### config.mk
export PLATFORM = sky130hd
export DESIGN_NAME = isr_unit
export DESIGN_NICKNAME = d
export VERILOG_FILES = /design/src/rtl/isr_unit_pkg.sv /design/src/rtl/isr_mask_reg.sv /design/src/rtl/isr_status_bank.sv /design/src/rtl/isr_irq_gen.sv /design/src/rtl/isr_unit.sv
export SDC_FILE = /design/constraint.sdc
export NUM_CORES = 1
export LEC_CHECK = 0
export BUFFER_PORTS_ARGS = -buffer_cell sky130_fd_sc_hd__buf_2
export CAP_MARGIN = 25
export CORE_UTILIZATION = 40
export CTS_CLUSTER_DIAMETER = 120
export DETAILED_ROUTE_END_ITERATION = 10
export HOLD_SLACK_MARGIN = 0.05
export PLACE_DENSITY = 0.76
export SYNTH_ARGS = -nofsm -noshare
export SYNTH_HDL_FRONTEND = slang
export SYNTH_SLANG_ARGS = --single-unit
export TNS_END_PERCENT = 30
### constraint.sdc
create_clock -name clk -period 1.75 [get_ports clk]
set_input_delay 0.0875 -clock clk [delete_from_list [all_inputs] [get_ports clk]]
set_output_delay 0.0875 -clock clk [all_outputs]
set_load 0.02 [all_outputs]
### src/rtl/isr_unit_pkg.sv
package isr_unit_pkg;
  localparam int W = 32;

  localparam int B_CMD_END  = 0;
  localparam int B_XFER_END = 1;
  localparam int B_DMA_BND  = 2;
  localparam int B_CARD_IN  = 3;
  localparam int B_CARD_OUT = 4;
  localparam int B_RD_RDY   = 6;
  localparam int B_WR_RDY   = 7;
  localparam int B_ERR_ANY  = 15;
  localparam int B_HS_TMO   = 16;
  localparam int B_TMR_TMO  = 17;
  localparam int B_CRC      = 18;
  localparam int B_CMD_ERR  = 19;

  localparam logic [W-1:0] ONE = W'(1);

  localparam logic [W-1:0] ERR_CAUSES =
    (ONE << B_HS_TMO) | (ONE << B_TMR_TMO) | (ONE << B_CRC) | (ONE << B_CMD_ERR);
  localparam logic [W-1:0] FIFO_BITS = (ONE << B_RD_RDY) | (ONE << B_WR_RDY);
  localparam logic [W-1:0] EVT_MASK =
    ERR_CAUSES | FIFO_BITS | (ONE << B_CMD_END) | (ONE << B_XFER_END) |
    (ONE << B_DMA_BND) | (ONE << B_CARD_IN) | (ONE << B_CARD_OUT);
  localparam logic [W-1:0] IMPL_MASK = EVT_MASK | (ONE << B_ERR_ANY);
  localparam logic [W-1:0] EN_RESET  = IMPL_MASK & ~FIFO_BITS;

  typedef enum logic [1:0] {
    SEL_STATUS = 2'd0,
    SEL_LATCH  = 2'd1,
    SEL_PIN    = 2'd2,
    SEL_NONE   = 2'd3
  } reg_sel_e;
endpackage

### src/rtl/isr_mask_reg.sv
module isr_mask_reg #(
  parameter int unsigned  DW       = 32,
  parameter logic [DW-1:0] RST_VAL = '0,
  parameter logic [DW-1:0] KEEP    = '1
) (
  input  logic          clk,
  input  logic          rst_n,
  input  logic          we_i,
  input  logic [DW-1:0] wdata_i,
  output logic [DW-1:0] q_o
);
  logic [DW-1:0] mask_d, mask_q;

  always_comb begin
    mask_d = wdata_i & KEEP;
  end

  always_ff @(posedge clk or negedge rst_n) begin
    if (!rst_n) begin
      mask_q <= RST_VAL;
    end else if (we_i) begin
      mask_q <= mask_d;
    end
  end

  assign q_o = mask_q;
endmodule

### src/rtl/isr_status_bank.sv
module isr_status_bank
  import isr_unit_pkg::*;
(
  input  logic         clk,
  input  logic         rst_n,
  input  logic [W-1:0] evt_i,
  input  logic [W-1:0] en_i,
  input  logic [W-1:0] clr_i,
  output logic [W-1:0] view_o
);
  logic [W-1:0] hit;
  logic [W-1:0] st_d, st_q;

  always_comb begin
    hit  = evt_i & en_i & EVT_MASK;
    st_d = ((st_q & ~clr_i) | hit) & EVT_MASK;
  end

  always_ff @(posedge clk or negedge rst_n) begin
    if (!rst_n) begin
      st_q <= '0;
    end else begin
      st_q <= st_d;
    end
  end

  always_comb begin
    view_o            = st_q;
    view_o[B_ERR_ANY] = |(st_q & ERR_CAUSES);
  end


  dropped_evt_chk: assert property (@(posedge clk) disable iff (!rst_n)
    1'b1 |=> ((st_q & ~($past(st_q) | $past(evt_i & en_i))) == '0));


  w1c_clear_chk: assert property (@(posedge clk) disable iff (!rst_n)
    1'b1 |=> (($past(clr_i & ~(evt_i & en_i)) & st_q) == '0));


  evt_wins_chk: assert property (@(posedge clk) disable iff (!rst_n)
    1'b1 |=> (($past(clr_i & evt_i & en_i & EVT_MASK) & ~st_q) == '0));
endmodule

### src/rtl/isr_irq_gen.sv
module isr_irq_gen #(
  parameter int unsigned DW = 32
) (
  input  logic          clk,
  input  logic          rst_n,
  input  logic [DW-1:0] view_i,
  input  logic [DW-1:0] en_i,
  output logic          irq_o
);
  logic req_d, irq_q;

  always_comb begin
    req_d = |(view_i & en_i);
  end

  always_ff @(posedge clk or negedge rst_n) begin
    if (!rst_n) begin
      irq_q <= 1'b0;
    end else begin
      irq_q <= req_d;
    end
  end

  assign irq_o = irq_q;


  quiet_when_masked_chk: assert property (@(posedge clk) disable iff (!rst_n)
    (en_i == '0) |=> !irq_o);
endmodule

### src/rtl/isr_unit.sv
module isr_unit
  import isr_unit_pkg::*;
(
  input  logic         clk,
  input  logic         rst_n,
  input  logic [W-1:0] evt_i,
  input  logic         reg_we_i,
  input  logic [1:0]   reg_addr_i,
  input  logic [W-1:0] reg_wdata_i,
  output logic [W-1:0] reg_rdata_o,
  output logic         irq_o
);
  reg_sel_e     sel;
  logic         latch_we, pin_we;
  logic [W-1:0] clr_word;
  logic [W-1:0] latch_q, pin_q, status_view;

  always_comb begin
    sel      = reg_sel_e'(reg_addr_i);
    latch_we = reg_we_i && (sel == SEL_LATCH);
    pin_we   = reg_we_i && (sel == SEL_PIN);
    clr_word = (reg_we_i && (sel == SEL_STATUS)) ? reg_wdata_i : '0;
  end

  isr_mask_reg #(.DW(W), .RST_VAL(EN_RESET), .KEEP(IMPL_MASK)) u_latch_mask (
    .clk    (clk),
    .rst_n  (rst_n),
    .we_i   (latch_we),
    .wdata_i(reg_wdata_i),
    .q_o    (latch_q)
  );

  isr_mask_reg #(.DW(W), .RST_VAL(EN_RESET), .KEEP(IMPL_MASK)) u_pin_mask (
    .clk    (clk),
    .rst_n  (rst_n),
    .we_i   (pin_we),
    .wdata_i(reg_wdata_i),
    .q_o    (pin_q)
  );

  isr_status_bank u_status (
    .clk   (clk),
    .rst_n (rst_n),
    .evt_i (evt_i),
    .en_i  (latch_q),
    .clr_i (clr_word),
    .view_o(status_view)
  );

  isr_irq_gen #(.DW(W)) u_irq (
    .clk   (clk),
    .rst_n (rst_n),
    .view_i(status_view),
    .en_i  (pin_q),
    .irq_o (irq_o)
  );

  always_comb begin
    case (sel)
      SEL_STATUS: reg_rdata_o = status_view;
      SEL_LATCH:  reg_rdata_o = latch_q;
      SEL_PIN:    reg_rdata_o = pin_q;
      default:    reg_rdata_o = '0;
    endcase
  end


  err_summary_chk: assert property (@(posedge clk) disable iff (!rst_n)
    (sel == SEL_STATUS) |-> (reg_rdata_o[B_ERR_ANY] == (reg_rdata_o[19:16] != 4'd0)));
endmodule

Word level (Yosys, flattened, before mapping)
Cells that the tools add are included.
{ "totals": {"reg_bits": 36, "inputBits": 69, "output_inout_bits": 33, "word_cells": 19} }
{ "op_classes": {"n_eq_ne": 2, "n_mux": 2, "n_bitwise": 5, "reduce_logical": 6} }
{ "op_table": {"columns": ["cell", "count"], "rows": [
  ["bitwise AND 20 bit", 3],
  ["case mux 20 bit (3 select lines)", 1],
  ["OR reduction 32 bit", 1],
  ["two-way mux 20 bit", 1],
  ["NOT 20 bit", 1],
  ["bitwise OR 20 bit", 1],
  ["OR reduction 4 bit", 1],
  ["logical AND 1 bit", 3],
  ["equality test 2 x 1 -> 1 bit (second input constant)", 1],
  ["equality test 2 bit (second input constant)", 1],
  ["logical NOT 2 bit", 1]
]} }

Depth between registers and ports, before layout
Gate-level depths: netlist (run 1).
{ "depth": {"ltp_word": 6, "depth_mapped": 5} }

Modules after synthesis
A second synthesis (run 1) with hierarchy kept.
{ "unflattened": {"cells_unflattened": 296, "hier_area_um2": 3032.9} }
{ "modules_own_cells": {"columns": ["module", "n_inst", "cells_each", "area_each_um2", "seq_area_each_um2"], "rows": [
  ["isr_mask_reg", 2, 46, 650.6, 312.8],
  ["isr_unit", 1, 116, 960.9, 0.0],
  ["isr_status_bank", 1, 66, 588.1, 275.3],
  ["isr_irq_gen", 1, 22, 182.7, 25.0]
]} }

Worst setup path before layout (run 1)
Ideal clock, no wire load.
{ "synth_path": {"kind": "reg-to-output", "from": "register u_status.st_q[17]", "to": "output reg_rdata_o[15]", "t_arrival_ns": 1.245, "setup_slack_ns": 0.418, "stages_incl_launch_ff": 4, "path_buffers": 0, "path_cell_list": "dfrtp_1 or4_1 mux2i_1 o21ai_0"} }
{ "synth_via": {"elab_chain_len": 2} }
{ "synth_rtl": {"columns": ["item", "line", "source"], "rows": [
  ["start, declared", "isr_status_bank.sv:12", "logic [W-1:0] st_d, st_q;"],
  ["start signal, assigned", "isr_status_bank.sv:23", "st_q <= st_d;"],
  ["OR reduction 4 bit", "isr_status_bank.sv:29", "view_o[B_ERR_ANY] = |(st_q & ERR_CAUSES);"],
  ["case mux 20 bit (3 select lines)", "isr_unit.sv:59", "case (sel)"],
  ["end, declared", "isr_unit.sv:10", "output logic [W-1:0] reg_rdata_o,"]
]} }
No other way between the ends.

Final worst setup path (run 1)
{ "layout_path": {"from": "register u_status.st_q[18]", "to": "output reg_rdata_o[15]"} }
The elaborated chain is that of the path after synthesis.

==> impl_metrics.json, run 1 <==
{
  "grt_usage": 0.172,
  "drt-initial-drc-count": 75,
  "post_drt_wl_per_cell_um": 14.2,
  "pre_cts_ws_ns": 0.267,
  "fin_nets": 290,
  "start_util": 0.422,
  "min_period_ns": 1.69,
  "grt_overflow_total": 0,
  "worstSetupEndpointType": "primary output",
  "drcViolationCount": 0,
  "r2r_start": "u_status.st_q[18]",
  "worstPathRequired_ns": 1.66,
  "min_to": "u_pin_mask.q_o[3]",
  "cp-start-kind": "flop",
  "reg2reg_to": "u_irq.irq_o",
  "final_cells": 274,
  "first_global_vias": 1322,
  "path_max_fanout": 2,
  "final-setup-viol-count": 0,
  "ys_warn_count": 0,
  "synth_top_area_cell": "dfstp_2",
  "cts_tree": "built",
  "syn_area_um2": 1850,
  "via_per_inst": 4.91,
  "finalPower_mw": 2.27,
  "place_area_um2": 2050,
  "max_cap_viol_count": 0,
  "dr.pass1.iters": 4,
  "grt_pass1_wl_mm": 6.35,
  "rrSetupSlack_ns": 0.34,
  "min_period_over_period": 0.967,
  "p_comb_frac": 0.238,
  "rsz0062_at_grt": "true",
  "p_leak_nw": 1.06,
  "pin_count": 102,
  "report.final.slew_viol_count": 0,
  "yosysSeqAreaShare": 0.501,
  "chipHeight_um": 70.0,
  "status": "finished, final reports clean",
  "cts-root-buf": "clkbuf_8",
  "clock_sinks": 36,
  "hp-class": "input port to flop",
  "num_rows": 24,
  "avgSynthCellArea_um2": 11.7,
  "fin_area_um2": 2300,
  "crit_chain": "or4_4, mux2i_1, o21ai_1, buf_4",
  "clkPwrFrac": 0.252,
  "p_sw_uw": 676,
  "dpl.cell_count": 249,
  "gp_congestion": 0.699,
  "p_sw_frac": 0.298,
  "grt_max_degree": 37,
  "max_freq_mhz": 591,
  "htreeDepth": 2,
  "critPathKind": "flop to primary output",
  "hold_violations": 0,
  "worstRegToRegCells": 3,
  "setup_tns_ns": 0,
  "ys_ff_latch": 36,
  "io_buffer_count": 40,
  "yosysTopAreaCellShare": 0.284,
  "min_path_cells": 2,
  "slowest_stage": "or4_4",
  "path_clk_slew_ns": 0.07,
  "powerDensity_nw_per_um2": 986,
  "fp.coreArea_um2": 4380,
  "slew_headroom": 0.466,
  "synth_area_leaders": "dfstp_2 28%, dfrtp_1 22%, mux2_2 15%",
  "p_int_mw": 1.59,
  "cts_buffers": 5,
  "drive_above_1_share": 0.464,
  "path_delay_family": "simple AND/OR/NAND/NOR gates",
  "syn2layout_area_growth_pct": 24.6,
  "antenna_found_initial": 0,
  "ir_worst_vdd_v": 0.000346,
  "die_w_um": 70.0,
  "worstSkewPairLatency_ns": 0.29,
  "num-fill-cells": 400,
  "dp_hpwl_mm": 2.79,
  "wirelength_mm": 3.90,
  "worstMarginPinSlew_ns": 0.800,
  "fin_ws_ns": 0.0573,
  "clk_path_buf_depth": 2,
  "hold_start": "reg_wdata_i[3]",
  "yosys.cell_types.count": 20,
  "worstPathArrival_ns": 1.61,
  "slowest_delay_ns": 0.53,
  "synthCells": 158,
  "crit_buf_inv": 1,
  "sequentialPowerShare": 0.510,
  "die_area_um2": 4900,
  "diodes": 0,
  "fin_skew_ns": 0.00662,
  "via_count": 1346,
  "ant_nets": 0
}
-- cell usage after synthesis (all sizes together) --
cell and instances:
nand2 24, nand3b 1, mux2 24, dfrtp 16, nor3b 1, nand3 1
nor2b 1, o21ai 12, a222oi 1, a21boi 1, a22o 13, a221oi 2
mux2i 12, buf 25, dfstp 20, clkbuf 2, conb 1, or4 1
-- power groups by stage --
stage               logic [mW]  registers [mW]  clock network (mW)
finish                   0.541            1.16               0.571
global route             0.587            1.18               0.620
CTS                      0.542            1.16               0.588
detailed placement       0.500            1.17                   0
global placement         0.486            1.16                   0
floorplan                0.386            1.14                   0
-- cells in the final DEF, fill, tap and decap left out, drive strengths merged, types with 2 or more instances in the layout --
cell type / synthesis / final
a22o: 13 / 13
o21ai: 12 / 12
mux2i: 12 / 12
mux2: 24 / 24
a221oi: 2 / 2
buf: 25 / 50
dfrtp: 16 / 16
dfstp: 20 / 20
nand2: 24 / 24
clkbuf: 2 / 7
dlygate4sd3: 0 / 14
conb: 1 / 20
-- logic make-up after synthesis --
group | Yosys count | synth area share
flip-flops | 36 | 0.501
other | 1 | 0.00203
multiplexers | 36 | 0.211
buffers and inverters | 27 | 0.100
AND/OR/NAND/NOR | 29 | 0.0724
AO/OA/AOI/OAI | 29 | 0.113
-- registers in the layout, summed over array words and instances (netlist names) --
signal and cells:
u_latch_mask.q_o 12, u_status.st_q 11, u_pin_mask.q_o 12, u_irq.irq_o 1
-- worst max path at each step --
stage                      start               to  slack (ns)  cells after the start
2_1_floorplan  u_status.st_q[17]  reg_rdata_o[15]        0.42                      3
3_3_place_gp   u_status.st_q[17]  reg_rdata_o[15]        0.28                      4
3_5_place_dp   u_status.st_q[17]      u_irq.irq_o        0.27                      3
4_1_cts        u_status.st_q[18]  reg_rdata_o[15]        0.03                      4
5_1_grt        u_status.st_q[16]  reg_rdata_o[15]       -0.01                      4
6_report       u_status.st_q[18]  reg_rdata_o[15]        0.06                      4
-- what timing repair did --
item | CTS | global route
resized for setup | 3 | 0
endpoints found under the hold margin | 29 | 0
cloned | 0 | 0
hold buffers | 14 | 0
endpoints found under the setup margin | 1 | 1
setup buffers | 2 | 1
pin swaps | 2 | 1
-- routing by layer --
metal	global-route usage	wire length, um	up-vias
li1	-	-	650
met1	0.211	1690	650
met2	0.280	1940	38
met3	0.0418	171	8
met4	0.0867	87	0
met5	0	0	-
-- per-stage QoR --
stage | hold slack (ns) | util
after detailed placement | 0.227 | 0.468
final | 0.0574 | 0.525
after floorplan | -0.208 | -
after global placement | 0.217 | 0.468
after CTS | 0.0527 | 0.523
after global routing | 0.0507 | 0.525
-- layout make-up --
| cell class | instances | area [um2] | share of cell area |
|---|---|---|---|
| multi-input cells | 114 | 812 | 0.353 |
| well taps | 52 | 65.1 | 0.0283 |
| clock buffers | 7 | 76.3 | 0.0332 |
| repair buffers | 64 | 418 | 0.182 |
| flip-flops and latches | 36 | 926 | 0.402 |
| clock inverters | 1 | 5.00 | 0.00217 |
Note: power is estimated with default switching activity, not from simulation.
==> run 2, diff against run 1 <==
--- a/config.mk
+++ b/config.mk
@@ -8,9 +8,11 @@
 export BUFFER_PORTS_ARGS = -buffer_cell sky130_fd_sc_hd__buf_2
 export CAP_MARGIN = 25
 export CORE_UTILIZATION = 40
+export CTS_BUF_LIST = sky130_fd_sc_hd__clkbuf_2 sky130_fd_sc_hd__clkbuf_4 sky130_fd_sc_hd__clkbuf_8
 export CTS_CLUSTER_DIAMETER = 120
 export DETAILED_ROUTE_END_ITERATION = 10
 export HOLD_SLACK_MARGIN = 0.05
+export MAX_ROUTING_LAYER = met4
 export PLACE_DENSITY = 0.76
 export SYNTH_ARGS = -nofsm -noshare
 export SYNTH_HDL_FRONTEND = slang
==> run 2 against run 1 <==
Against the previous run: clock power increased by 6.3%; first-iteration DRC count unchanged; critical path depth unchanged; sequential share of layout area unchanged; total power increased by 1.4%; sequential cell count unchanged; cell count decreased by 0.36%; count of clock-buffer cells in the layout unchanged; die area unchanged.
==> impl_metrics.json, run 2 (same netlist as run 1, synthesis figures left out) <==
{
  "status": "finished, final reports clean",
  "gp_congestion": 0.707,
  "finalPower_mw": 2.30,
  "wirelength_mm": 3.92,
  "report.final.slew_viol_count": 0,
  "max_freq_mhz": 590,
  "p_leak_nw": 1.06,
  "pin_count": 102,
  "drcViolationCount": 0,
  "via_per_inst": 4.91,
  "slowest_delay_ns": 0.50,
  "htreeDepth": 2,
  "io_buffer_count": 40,
  "worstSkewPairLatency_ns": 0.29,
  "fin_skew_ns": 0.00377,
  "pre_cts_ws_ns": 0.267,
  "cp-start-kind": "flop",
  "layout_common_cells": "39 x buf_2, 24 x mux2_2, 23 x nand2_1",
  "critPathKind": "flop to primary output",
  "grt_max_degree": 37,
  "drt-initial-drc-count": 75,
  "syn2layout_area_growth_pct": 24.6,
  "die_w_um": 70.0,
  "die_area_um2": 4900,
  "grt_overflow_total": 0,
  "rsz0062_at_grt": "true",
  "ant_nets": 0,
  "diodes": 0,
  "post_drt_wl_per_cell_um": 14.4,
  "setup_tns_ns": 0,
  "slowest_stage": "or4_4",
  "fin_nets": 289,
  "path_delay_family": "simple AND/OR/NAND/NOR gates",
  "wl_met1_mm": 1.73,
  "worstSetupEndpointType": "primary output",
  "multi_input_area_um2": 812,
  "dp_hpwl_mm": 2.79,
  "num-fill-cells": 399,
  "antenna_found_initial": 0,
  "dr.pass1.iters": 5,
  "ir_worst_vdd_v": 0.000347,
  "worstMarginPinSlew_ns": 0.801,
  "first_global_vias": 1327,
  "cts_tree": "built",
  "via_count": 1341,
  "hold_violations": 0,
  "seq_area_um2": 926,
  "max_cap_viol_count": 0,
  "final_util": 0.525,
  "min_period_over_period": 0.969,
  "met3WireLength_um": 162,
  "drive_above_1_share": 0.471,
  "cts_buffers": 5,
  "fp.coreArea_um2": 4380,
  "cts-root-buf": "clkbuf_8",
  "powerDensity_nw_per_um2": 1000,
  "path_clk_slew_ns": 0.07,
  "clock_sinks": 36,
  "final-setup-viol-count": 0,
  "hp-class": "input port to flop",
  "worstPathRequired_ns": 1.66,
  "grt_pass1_wl_mm": 6.35,
  "holdWs_ns": 0.0552,
  "chipHeight_um": 70.0,
  "slew_headroom": 0.466,
  "fin_ws_ns": 0.0550,
  "start_util": 0.422,
  "top_layer_used": "met4",
  "clk_path_buf_depth": 2,
  "path_max_fanout": 4,
  "final_common_cell": "buf_2",
  "num_rows": 24,
  "crit_chain": "or4_4, mux2i_1, o21ai_1, buf_4",
  "route.met2.wl_mm": 1.94,
  "crit_buf_inv": 1,
  "grt_usage": 0.176,
  "min_period_ns": 1.70,
  "worstPathArrival_ns": 1.61
}
-- run 2: metrics by stage --
step | instance area (um2) | instances
6_report | 2300 | 273
2_1_floorplan | 1920 | 177
5_1_grt | 2300 | 273
3_3_place_gp | 2050 | 249
3_5_place_dp | 2050 | 249
4_1_cts | 2300 | 273
-- run 2: path summary, 6_finish.rpt --
kind	startpoint	endpoint	slack [ns]	depth (start not counted)
max	u_status.st_q[19]	reg_rdata_o[15]	0.05	4
min	reg_wdata_i[0]	u_pin_mask.q_o[0]	0.06	2
max reg2reg	u_status.st_q[19]	u_irq.irq_o	0.33	3
min reg2reg	u_latch_mask.q_o[6]	u_status.st_q[6]	0.53	1
max in group asynchronous	rst_n	u_status.st_q[7]	0.83	2
min in group asynchronous	rst_n	u_status.st_q[17]	0.42	2
-- run 2: power by group --
| part | internal [mW] | switching, mW |
|---|---|---|
| clock network | 0.310 | 0.297 |
| logic | 0.266 | 0.270 |
| registers | 1.04 | 0.114 |
| total | 1.62 | 0.682 |
-- run 2: layer usage --
metal	GRT usage	vias up
met1	0.209	650
met2	0.281	38
met4	0.0867	0
li1	-	645
met3	0.0418	8
met5	-	-
-- run 2: timing repair --
action,CTS,global route
pin swaps,2,1
setup buffers,2,0
hold buffers,14,0
resized for setup,3,0
endpoints found under the hold margin,29,0
setup endpoints to repair,1,1
-- run 2: final cells by class --
cell class	count	share of cell area
Clock buffer	7	0.0364
Clock inverter	1	0.00217
Multi-Input combinational cell	114	0.353
Sequential cell	36	0.402
Tap cell	52	0.0283
Timing Repair Buffer	63	0.178
==> run 3, diff against run 2 <==
--- a/config.mk
+++ b/config.mk
@@ -8,13 +8,14 @@
 export BUFFER_PORTS_ARGS = -buffer_cell sky130_fd_sc_hd__buf_2
 export CAP_MARGIN = 25
 export CORE_UTILIZATION = 40
-export CTS_BUF_LIST = sky130_fd_sc_hd__clkbuf_2 sky130_fd_sc_hd__clkbuf_4 sky130_fd_sc_hd__clkbuf_8
 export CTS_CLUSTER_DIAMETER = 120
 export DETAILED_ROUTE_END_ITERATION = 10
 export HOLD_SLACK_MARGIN = 0.05
 export MAX_ROUTING_LAYER = met4
-export PLACE_DENSITY = 0.76
+export PLACE_DENSITY = 0.69
+export SLEW_MARGIN = 30
 export SYNTH_ARGS = -nofsm -noshare
 export SYNTH_HDL_FRONTEND = slang
+export SYNTH_HIERARCHICAL = 1
 export SYNTH_SLANG_ARGS = --single-unit
 export TNS_END_PERCENT = 30
==> run 3 against run 2 <==
Against the previous run: sequential share of layout area fell by 11 points; area after synthesis grew 56%; critical endpoint is now u_irq/irq_o; critical path type is now flop to flop; largest cell class is now multi-input gates; sequential power is essentially flat; global-route usage down 1.2 points; routed wire length grew 46%.
==> impl_metrics.json, run 3 <==
{
  "io_buffer_count": 40,
  "chipHeight_um": 87.0,
  "reg2reg_to": "u_irq/irq_o",
  "worstPathArrival_ns": 1.70,
  "htreeDepth": 2,
  "cts_buffers": 5,
  "grt_max_degree": 37,
  "p_leak_nw": 1.50,
  "min_path_cells": 2,
  "worstSkewPairLatency_ns": 0.29,
  "postCtsSetupBuffers": 0,
  "syn2layout_area_growth_pct": 10.0,
  "multi_input_area_um2": 1560,
  "path_max_fanout": 3,
  "drt-initial-drc-count": 102,
  "cp-start-kind": "flop",
  "critPathKind": "flop to flop",
  "drive_above_1_share": 0.325,
  "worstPathRequired_ns": 1.91,
  "avgSynthCellArea_um2": 10.5,
  "ant_nets": 0,
  "ir_worst_vdd_v": 0.000544,
  "die_w_um": 87.0,
  "fin_nets": 394,
  "powerDensity_nw_per_um2": 840,
  "final_common_cell": "conb_1",
  "antenna_found_initial": 0,
  "rsz0062_at_grt": "false",
  "worstMarginPinSlew_ns": 0.511,
  "setup_tns_ns": 0,
  "wirelength_mm": 5.73,
  "slowest_stage": "or4_1",
  "worstSetupEndpointType": "flop",
  "min_period_ns": 1.55,
  "hold_violations": 0,
  "dr.pass1.iters": 4,
  "status": "finished, final reports clean",
  "max_freq_mhz": 647,
  "path_clk_slew_ns": 0.08,
  "final_cells": 422,
  "crit_top_cell": "nand4_1",
  "dp_hpwl_mm": 3.98,
  "crit_buf_inv": 1,
  "grt_pass1_wl_mm": 9.05,
  "fin_skew_ns": 0.00635,
  "diodes": 0,
  "path_delay_family": "simple AND/OR/NAND/NOR gates",
  "worstRegToRegCells": 5,
  "cts_tree": "built",
  "post_drt_wl_per_cell_um": 13.6,
  "grt_overflow_total": 0,
  "slew_headroom": 0.659,
  "rrSetupSlack_ns": 0.20,
  "min_period_over_period": 0.883,
  "via_count": 1898,
  "pre_cts_ws_ns": 0.223,
  "r2r_start": "u_status/st_q[19]",
  "ys_warn_count": 6,
  "syn_area_um2": 2890,
  "final-setup-viol-count": 0,
  "report.final.slew_viol_count": 0,
  "clock_sinks": 36,
  "hold_start": "reg_wdata_i[4]",
  "fin_ws_ns": 0.204,
  "gp_congestion": 0.765,
  "dpl.cell_count": 398,
  "hp-class": "input port to flop",
  "first_global_vias": 1884,
  "start_util": 0.421,
  "fp.coreArea_um2": 6870,
  "crit_chain": "inv_1, nand4_1, a22oi_1, nand4_1, or4_1",
  "max_cap_viol_count": 0,
  "min_to": "u_pin_mask/q_o[4]",
  "seq_area_um2": 926,
  "synthCells": 274,
  "num-fill-cells": 644,
  "pin_count": 102,
  "num_rows": 30,
  "die_area_um2": 7570,
  "finalPower_mw": 2.67,
  "clk_path_buf_depth": 2,
  "cts-root-buf": "clkbuf_8",
  "drcViolationCount": 0,
  "slowest_delay_ns": 0.41,
  "grt_usage": 0.164,
  "via_per_inst": 4.50,
  "layout_common_cells": "60 x conb_1, 40 x buf_2, 32 x mux2i_1, 32 x o2bb2ai_1"
}
-- run 3: area by class of cell --
| type | instances | share of cell area |
|---|---|---|
| Clock inverter | 3 | 0.0134 |
| Tap cell | 96 | 0.0378 |
| Multi-Input combinational cell | 208 | 0.489 |
| Timing Repair Buffer | 63 | 0.134 |
| Sequential cell | 36 | 0.291 |
| Inverter | 11 | 0.0130 |
| Clock buffer | 5 | 0.0216 |
-- run 3: stage by stage --
step | util | area (um2) | hold WS [ns]
after floorplan | - | 3100 | -0.208
after global placement | 0.423 | 2910 | 0.0631
after detailed placement | 0.423 | 2910 | 0.0639
after CTS | 0.462 | 3170 | 0.0539
after global routing | 0.463 | 3180 | 0.0530
final | 0.463 | 3180 | 0.0634
-- run 3: metal layers --
metal	routed length (um)	track usage
met4	69	0.0455
met5	0	-
met3	203	0.0322
met1	2670	0.205
met2	2790	0.270
-- run 3: how the worst max path moves through the flow --
stage / from / cells after the start / endpoint
finish: u_status/st_q[19] / 5 / u_irq/irq_o
floorplan: u_status/st_q[18] / 5 / u_irq/irq_o
global placement: u_status/st_q[18] / 5 / u_irq/irq_o
global route: u_status/st_q[16] / 5 / u_irq/irq_o
CTS: u_status/st_q[19] / 5 / u_irq/irq_o
detailed placement: u_status/st_q[17] / 5 / u_irq/irq_o
-- run 3: power breakdown --
part	switching, mW	leakage [nW]	internal (mW)
clock	0.301	0.0541	0.421
combinational	0.407	1.07	0.374
sequential	0.122	0.378	1.05
-- run 3: worst register-to-register path, stage by stage (launching register included) --
cell and delay (ns):
dfrtp_1 0.40, inv_1 0.09, nand4_1 0.13, a22oi_1 0.24
nand4_1 0.14, or4_1 0.41
-- run 3: repair_timing --
| item | CTS | global route |
|---|---|---|
| gates resized for setup | 0 | 0 |
| hold buffers | 15 | 1 |
| endpoints found under the hold margin | 51 | 1 |
